===== config.mk =====
export PLATFORM = sky130hd
export DESIGN_NAME = usb_irq_status_agg
export DESIGN_NICKNAME = d
export VERILOG_FILES = /design/src/rtl/usb_irq_pkg.sv /design/src/rtl/ep_cause_or.sv /design/src/rtl/idle_suspend_timer.sv /design/src/rtl/resume_req_sync.sv /design/src/rtl/sticky_evt_bank.sv /design/src/rtl/usb_irq_status_agg.sv
export SDC_FILE = /design/constraint.sdc
export NUM_CORES = 1
export LEC_CHECK = 0
export CAP_MARGIN = 15
export CORE_MARGIN = 2
export CORE_UTILIZATION = 38
export DETAILED_ROUTE_END_ITERATION = 16
export GPL_TIMING_DRIVEN = 0
export PLACE_DENSITY = 0.81
export SETUP_SLACK_MARGIN = 0.1
export SYNTH_ARGS = -nofsm -noshare
export SYNTH_HDL_FRONTEND = slang
export SYNTH_SLANG_ARGS = --single-unit

===== constraint.sdc =====
create_clock -name clk_i -period 2.2 [get_ports clk_i]
set_input_delay 0.22 -clock clk_i [delete_from_list [all_inputs] [get_ports clk_i]]
set_output_delay 0.22 -clock clk_i [all_outputs]
set_load 0.1 [all_outputs]

===== src/rtl/usb_irq_pkg.sv =====
package usb_irq_pkg;
  localparam int unsigned STAT_W   = 16;
  localparam int unsigned MAX_EP   = 8;
  localparam int unsigned BIT_SUSP = 8;
  localparam int unsigned BIT_RES  = 9;
  localparam int unsigned BIT_EXT  = 10;
  localparam int unsigned BIT_SOF  = 11;
  localparam int unsigned BIT_WAKE = 13;
  localparam int unsigned N_EVT    = 5;

  typedef logic [STAT_W-1:0] stat_t;

  // event order inside the sticky bank
  typedef enum int unsigned {
    EV_SUSP = 0,
    EV_RES  = 1,
    EV_EXT  = 2,
    EV_SOF  = 3,
    EV_WAKE = 4
  } evt_e;

  function automatic int unsigned evt_pos(int unsigned idx);
    case (idx)
      0:       return BIT_SUSP;
      1:       return BIT_RES;
      2:       return BIT_EXT;
      3:       return BIT_SOF;
      default: return BIT_WAKE;
    endcase
  endfunction
endpackage


===== src/rtl/ep_cause_or.sv =====
module ep_cause_or #(
  parameter int unsigned NUM_EP = 8
) (
  input  logic [NUM_EP-1:0] setup_i,
  input  logic [NUM_EP-1:0] bank0_i,
  input  logic [NUM_EP-1:0] bank1_i,
  input  logic [NUM_EP-1:0] txdone_i,
  input  logic [NUM_EP-1:0] stall_i,
  output logic [NUM_EP-1:0] ep_irq_o
);
  for (genvar e = 0; e < NUM_EP; e++) begin : g_ep
    assign ep_irq_o[e] = setup_i[e] | bank0_i[e] | bank1_i[e] | txdone_i[e] | stall_i[e];
  end
endmodule


===== src/rtl/idle_suspend_timer.sv =====
module idle_suspend_timer #(
  parameter int unsigned IDLE_CYCLES = 144000
) (
  input  logic clk_i,
  input  logic rst_ni,
  input  logic activity_i,
  output logic suspend_set_o,
  output logic suspended_o
);
  localparam int unsigned CW = $clog2(IDLE_CYCLES + 1);
  localparam logic [CW-1:0] LAST = CW'(IDLE_CYCLES - 1);

  logic [CW-1:0] cnt_q;
  logic          susp_q;
  logic          hit;

  assign hit           = (cnt_q == LAST);
  assign suspend_set_o = !activity_i && !susp_q && hit;
  assign suspended_o   = susp_q;

  always_ff @(posedge clk_i or negedge rst_ni) begin
    if (!rst_ni) begin
      cnt_q  <= '0;
      susp_q <= 1'b0;
    end else if (activity_i) begin
      cnt_q  <= '0;
      susp_q <= 1'b0;
    end else if (!susp_q) begin
      if (hit) susp_q <= 1'b1;
      else     cnt_q  <= cnt_q + 1'b1;
    end
  end
endmodule


===== src/rtl/resume_req_sync.sv =====
module resume_req_sync #(
  parameter int unsigned SYNC_STAGES = 2
) (
  input  logic clk_i,
  input  logic rst_ni,
  input  logic send_resume_i,
  input  logic suspended_i,
  input  logic remote_wake_en_i,
  output logic ext_set_o,
  output logic drive_resume_o
);
  logic [SYNC_STAGES:0] chain_q;
  logic                 rise;
  logic                 drv_q;

  always_ff @(posedge clk_i or negedge rst_ni) begin
    if (!rst_ni) chain_q <= '0;
    else         chain_q <= {chain_q[SYNC_STAGES-1:0], send_resume_i};
  end

  // top stage is the history flop for edge detection
  assign rise      = chain_q[SYNC_STAGES-1] & ~chain_q[SYNC_STAGES];
  assign ext_set_o = rise & suspended_i;

  always_ff @(posedge clk_i or negedge rst_ni) begin
    if (!rst_ni) drv_q <= 1'b0;
    else         drv_q <= ext_set_o & remote_wake_en_i;
  end

  assign drive_resume_o = drv_q;
endmodule


===== src/rtl/sticky_evt_bank.sv =====
module sticky_evt_bank #(
  parameter int unsigned N = 5
) (
  input  logic         clk_i,
  input  logic         rst_ni,
  input  logic [N-1:0] set_i,
  input  logic [N-1:0] clr_i,
  output logic [N-1:0] q_o
);
  for (genvar i = 0; i < N; i++) begin : g_bit
    logic q;
    always_ff @(posedge clk_i or negedge rst_ni) begin
      if (!rst_ni)       q <= 1'b0;
      else if (set_i[i]) q <= 1'b1;
      else if (clr_i[i]) q <= 1'b0;
    end
    assign q_o[i] = q;
  end
endmodule


===== src/rtl/usb_irq_status_agg.sv =====
module usb_irq_status_agg
  import usb_irq_pkg::*;
#(
  parameter int unsigned NUM_EP      = 8,
  parameter int unsigned IDLE_CYCLES = 144000,
  parameter int unsigned SYNC_STAGES = 2
) (
  input  logic              clk_i,
  input  logic              rst_ni,
  input  logic [NUM_EP-1:0] ep_setup_i,
  input  logic [NUM_EP-1:0] ep_bank0_i,
  input  logic [NUM_EP-1:0] ep_bank1_i,
  input  logic [NUM_EP-1:0] ep_txdone_i,
  input  logic [NUM_EP-1:0] ep_stall_i,
  input  logic              bus_activity_i,
  input  logic              sof_det_i,
  input  logic              resume_det_i,
  input  logic              reset_det_i,
  input  logic              send_resume_i,
  input  logic              remote_wake_en_i,
  input  logic              clr_wr_i,
  input  logic [15:0]       clr_data_i,
  input  logic [15:0]       irq_mask_i,
  output logic [15:0]       status_o,
  output logic              irq_o,
  output logic              suspended_o,
  output logic              drive_resume_o
);
  logic [NUM_EP-1:0] ep_irq;
  logic              susp_set;
  logic              susp_st;
  logic              ext_set;
  logic [N_EVT-1:0]  evt_set;
  logic [N_EVT-1:0]  evt_clr;
  logic [N_EVT-1:0]  evt_q;
  stat_t             stat;

  ep_cause_or #(.NUM_EP(NUM_EP)) u_ep (
    .setup_i  (ep_setup_i),
    .bank0_i  (ep_bank0_i),
    .bank1_i  (ep_bank1_i),
    .txdone_i (ep_txdone_i),
    .stall_i  (ep_stall_i),
    .ep_irq_o (ep_irq)
  );

  idle_suspend_timer #(.IDLE_CYCLES(IDLE_CYCLES)) u_idle (
    .clk_i         (clk_i),
    .rst_ni        (rst_ni),
    .activity_i    (bus_activity_i),
    .suspend_set_o (susp_set),
    .suspended_o   (susp_st)
  );

  resume_req_sync #(.SYNC_STAGES(SYNC_STAGES)) u_rsm (
    .clk_i            (clk_i),
    .rst_ni           (rst_ni),
    .send_resume_i    (send_resume_i),
    .suspended_i      (susp_st),
    .remote_wake_en_i (remote_wake_en_i),
    .ext_set_o        (ext_set),
    .drive_resume_o   (drive_resume_o)
  );

  always_comb begin
    evt_set          = '0;
    evt_set[EV_SUSP] = susp_set;
    evt_set[EV_RES]  = resume_det_i;
    evt_set[EV_EXT]  = ext_set;
    evt_set[EV_SOF]  = sof_det_i;
    evt_set[EV_WAKE] = resume_det_i | reset_det_i;
    for (int i = 0; i < N_EVT; i++) begin
      evt_clr[i] = clr_wr_i & clr_data_i[evt_pos(i)];
    end
  end

  sticky_evt_bank #(.N(N_EVT)) u_evt (
    .clk_i  (clk_i),
    .rst_ni (rst_ni),
    .set_i  (evt_set),
    .clr_i  (evt_clr),
    .q_o    (evt_q)
  );

  always_comb begin
    stat = '0;
    stat[NUM_EP-1:0] = ep_irq;
    for (int i = 0; i < N_EVT; i++) begin
      stat[evt_pos(i)] = evt_q[i];
    end
  end

  assign status_o    = stat;
  assign irq_o       = |(stat & irq_mask_i);
  assign suspended_o = susp_st;
endmodule


## Word-level counts from Yosys, hierarchy flattened

Cells that the tools add are included.
Widths: inputs -> output; s select.

- Register bits after elaboration: 28
- Output and inout bits: 19
- Logic and storage cells: 83
- Input bits: 81

- Reductions and logical operators: 11
- Eq/ne operators: 3
- Add/subtract/negate cells: 1
- Muxes and demuxes: 16
- Bitwise operators: 43

Operators with widths:

| cell | number |
|---|---|
| $mux 18 | 3 |
| $or 1x1->1 | 33 |
| $add 18x1->18 const B | 1 |
| $eq 18x18->1 const B | 1 |
| $and 14x16->16 | 1 |
| $reduce_or 16->1 | 1 |
| $mux 1 | 13 |
| $reduce_bool 2->1 | 5 |
| $and 1x1->1 | 8 |
| $ne 2x2->1 const B | 2 |
| $logic_and 1x1->1 | 2 |
| $logic_not 1->1 | 2 |
| $reduce_and 2->1 | 1 |
| $not 1->1 | 1 |

## Depth between registers and ports, before layout

Gate-level depths: netlist of run 1.

- Word-level depth: 6
- Depth in mapped cells: 6
- Mapped depth without buffers: 5

## Modules after synthesis

Synthesis of run 1 repeated with hierarchy kept, for this count alone.

- Cell total of the unflattened synthesis: 182
- Area total of the unflattened synthesis: 1664.1 um2

Modules (own cells, without submodules):

| module | cells an instance | area an instance (um2) | instances | seq. area each (um2) |
|---|---|---|---|---|
| idle_suspend_timer | 114 | 1101.1 | 1 | 475.5 |
| sticky_evt_bank | 20 | 219.0 | 1 | 125.1 |
| usb_irq_status_agg | 18 | 123.9 | 1 | 0.0 |
| resume_req_sync | 6 | 120.1 | 1 | 100.1 |
| ep_cause_or | 24 | 100.1 | 1 | 0.0 |

## Worst setup path before layout of run 1

Ideal clock, no wire load.

- Kind: input port to output port
- From: input ep_bank0_i[3]
- To: output irq_o
- Data arrival time: 2.245 ns
- Path slack: -0.265 ns
- Path buffers: 0
- Data required time: 1.980 ns
- Cell stages on the path: 4
- Cells stage by stage: nor3_1 > nand2_1 > a221o_1 > or3_1

- Cells in the longest elaborated chain, start to end: 6

Ends and longest elaborated chain:

| item | line | text |
|---|---|---|
| from (decl) | usb_irq_status_agg.sv:11 | `input logic [NUM_EP-1:0] ep_bank0_i,` |
| $or 1x1->1 (4 in series) | ep_cause_or.sv:12 | `assign ep_irq_o[e] = setup_i[e] \| bank0_i[e] \| bank1_i[e] \| txdone_i[e] \| stall_i[e];` |
| via status_o[3] | usb_irq_status_agg.sv:24 | `output logic [15:0] status_o,` |
| $and 14x16->16 | usb_irq_status_agg.sv:94 | `assign irq_o = \|(stat & irq_mask_i);` |
| $reduce_or 16->1 | usb_irq_status_agg.sv:94 |  |
| to (decl) | usb_irq_status_agg.sv:25 | `output logic irq_o,` |

The timed path passes the listed nets, and every way through them passes these cells.

## Worst setup path after layout of run 1

- From: input ep_bank1_i[3]
- To: output irq_o

- Cells in the longest elaborated chain, start to end: 5

Ends and longest elaborated chain:

| item | line | text |
|---|---|---|
| from (decl) | usb_irq_status_agg.sv:12 | `input logic [NUM_EP-1:0] ep_bank1_i,` |
| $or 1x1->1 (3 in series) | ep_cause_or.sv:12 |  |
| $and 14x16->16 | usb_irq_status_agg.sv:94 |  |
| $reduce_or 16->1 | usb_irq_status_agg.sv:94 |  |

Every way passes these cells.

==> impl_results.md, run 1 <==
- RSZ-0062 raised after global routing: true
- Post-synth top flop: dfrtp_1
- Synth unique cells: 49
- DP Area: 0.00260 mm2
- Critical path class: in2out
- Pwr Total: 1.21 mW
- Yosys warning total: 0
- Tcrit/Tclk final: 94.2%
- Buf/Inv on CP: 2
- Fin. max-slew vios: 0
- CP Max Fanout: 2
- Core Box Area: 0.00432 mm2
- Clk buf depth: 2
- Vias in the first global route: 1552
- Max Clk Rate: 483 MHz
- Max stage delay on crit path: 0.42 ns
- Worst-Skew Late Latency: 0.28 ns
- NumNets Final: 355
- Async S/R FF share, synth: 100%
- Synth top area share: 41.6%
- Slew headroom: 35.8%
- Worst Hold Class: in2async
- Vias: 1662
- WP data required: 1.98 ns
- Num CTS Buffers: 3
- Final instance area: 0.00269 mm2
- WL final: 4680 um
- Fin. Hold Viols: 0
- Die extent in y: 70.5 um
- First-pass GRT wire length: 7200 um
- Post-route ant nets: 0
- HPWL Detailed: 3820 um
- Clk root buf: clkbuf_8
- Min Tclk post-route: 2.07 ns
- Critical path arrival: 1.85 ns
- GP Congestion: 0.790
- IO Port Bufs: 81
- Main area contributors after synthesis: dfrtp_1, nand2_1, nor2_1, buf_4, nor3_1
- Status: complete, no violations
- EDFF count, synth: 0
- Antenna violations before repair: 0
- Final std cells w/o fill: 324
- Clock transition at path regs: 0.10 ns
- IO Count: 100
- Commonest cells post-synth: dfrtp_1, nand2_1, nor2_1
- # diodes: 0
- Hold_buf cts: 0
- Endpoints failing setup: 0
- Syn Std Cell Area: 0.00168 mm2
- First-pass DRT Iterations: 4
- Peak supply drop: 390 uV
- Sum Neg Setup Slack: 0 ns
- Total track usage: 18.2%
- Met1 global-route usage: 19.9%
- Cell Rows: 24
- P_leak: 1.13 nW
- Seq/Total Area, Yosys: 41.6%
- Slew at the pin closest to its max-slew limit: 0.961 ns
- Max-capacitance violation count: 0
- Mapped Cells: 183
- GR met2 Demand/Resource: 36.2%
- Gr ovfl total: 0
- TritonCTS clock tree: yes
- DRC: 0
- Yosys top cell by area: dfrtp_1
- Dpl cells: 319
- Most common cell in the synthesized netlist: dfrtp_1
- Ordered cell list for the critical path: clkdlybuf4s50_1, nor3_2, nand2_4, a221o_1, or3_4, buf_12
- Met3 usage: 3.42%
- Setup Skew: 0.00581 ns
- Setup crit end kind: output port
- Syn Area/Cell: 9.20 um2
- DIE AREA: 0.00498 mm2
- CTS sink cnt: 28
- Yosys reg bits: 28
- Detailed Route Iter0 Violations: 61
- Initial core utilization: 38.9%
- CP max-delay cell: clkdlybuf4s50_1
- Vias per cell: 5.13
- Largest net degree at the start of global routing: 17
- CTS H-tree lvls: 1
- Crit-path leading delay family: simple AND/OR/NAND/NOR gates
- Pwr per Cell Area: 451 mW/mm2
- Layout cells sized above 1: 14.3%
- Grt peak-use layer: met2
- Die W: 70.5 um
- CP Launch Type: input port
- Area delta synth->final: 60.0%
- Routed wire per std cell: 14.4 um
state kept, by name, summed over array words and instances, names as in the netlist:
signal / cells
u_idle.cnt_q: 18
u_evt.g_bit.q: 5
u_rsm.chain_q: 3
u_idle.suspended_o: 1
u_rsm.drive_resume_o: 1
routing by layer:
metal  routed length [um]  vias up
li1                     -      819
met1                 1860      779
met2                 2440       59
met3                  338        5
met4                   36        0
met5                    0        -
cell families after synthesis:
logic type / count (synthesis) / share of synthesized area (%)
and+or+nand+nor: 95 / 31.4
muxes: 8 / 5.50
DFF: 28 / 41.6
other: 1 / 0.223
adders and majority gates: 1 / 0.743
AOI/OAI and AO/OA: 30 / 13.0
buffers and inverters: 16 / 5.43
xor gates and xnor gates: 4 / 2.08
cells in the final DEF (no fill, tap or decap), drive strengths merged, types with 2 or more instances in the layout:
| cell | Yosys | layout |
|---|---|---|
| o31ai | 2 | 2 |
| nand4 | 4 | 4 |
| and3b | 2 | 2 |
| or4 | 2 | 2 |
| mux2 | 7 | 7 |
| inv | 3 | 3 |
| a21oi | 7 | 7 |
| nand3 | 6 | 6 |
| nand2 | 24 | 24 |
| a21bo | 4 | 4 |
| dlygate4sd2 | 0 | 14 |
| clkbuf | 4 | 7 |
| nor3 | 12 | 12 |
| nor4 | 2 | 2 |
| and4 | 3 | 3 |
| a211oi | 3 | 3 |
| nor2 | 22 | 22 |
| or3 | 4 | 4 |
| dfrtp | 28 | 28 |
| conb | 1 | 3 |
| nor2b | 6 | 6 |
| buf | 9 | 12 |
| o21ai | 4 | 4 |
| clkdlybuf4s50 | 0 | 65 |
| a21o | 3 | 3 |
| xor2 | 4 | 4 |
| nand2b | 2 | 2 |
final timing paths:
| path | start | depth (start not counted) | to | slack, ns |
|---|---|---|---|---|
| hold / removal | rst_ni | 1 | u_idle.cnt_q[8]$_DFFE_PN0P_ | 0.33 |
| setup reg to reg | u_idle.cnt_q[11]$_DFFE_PN0P_ | 4 | u_idle.cnt_q[3]$_DFFE_PN0P_ | 0.23 |
| min in group clk_i | u_rsm.chain_q[0]$_DFF_PN0_ | 0 | u_rsm.chain_q[1]$_DFF_PN0_ | 0.36 |
| max in group asynchronous | rst_ni | 2 | u_evt.g_bit[2].q$_DFFE_PN0P_ | 1.34 |
| hold reg to reg | u_rsm.chain_q[0]$_DFF_PN0_ | 0 | u_rsm.chain_q[1]$_DFF_PN0_ | 0.36 |
| setup / recovery | ep_bank1_i[3] | 6 | irq_o | 0.13 |
through the flow:
step / worst slack, ns / hold WS, ns / util [%]
finish: 0.128 / 0.330 / 62.3
global route: 0.0929 / 0.368 / 62.3
CTS: 0.0985 / 0.356 / 61.9
detailed placement: -0.743 / 0.342 / 60.2
global placement: -0.729 / 0.335 / 59.9
floorplan: 0.291 / -0.0756 / -
where the power goes:
part | switching (mW) | internal (mW) | leakage (nW)
sequential | 0.00870 | 0.525 | 0.369
clock | 0.165 | 0.244 | 0.0357
combinational | 0.129 | 0.143 | 0.724
total | 0.302 | 0.912 | 1.13
worst register-to-register path, delay by kind of cell, from the launching register on:
family	cells	cell delay [ns]
flip-flops	1	0.47
AND/OR/NAND/NOR	2	0.91
multiplexers	1	0.32
AO/OA/AOI/OAI	1	0.15
layout make-up:
| class | count | area (um2) |
|---|---|---|
| inverters | 3 | 11.3 |
| fillers | 375 | 1630 |
| multi-input cells | 141 | 936 |
| clock inverters | 1 | 30.0 |
| clock buffers | 3 | 41.3 |
| plain buffers | 13 | 80.1 |
| repair buffers | 83 | 828 |
| flip-flops and latches | 28 | 701 |
| well taps | 52 | 65.1 |
what timing repair did:
| item | CTS | global route |
|---|---|---|
| setup buffers | 0 | 1 |
| pin swaps | 1 | 6 |
| setup endpoints to repair | 15 | 3 |
| resized for setup | 25 | 2 |
Note: power is estimated with default switching activity, not from simulation.
==> run 2, diff against run 1 <==
- CTS_CLUSTER_DIAMETER: default -> 60
==> results of run 2 <==
Same layout as run 1: the final DEF is identical, and so are final timing and power.
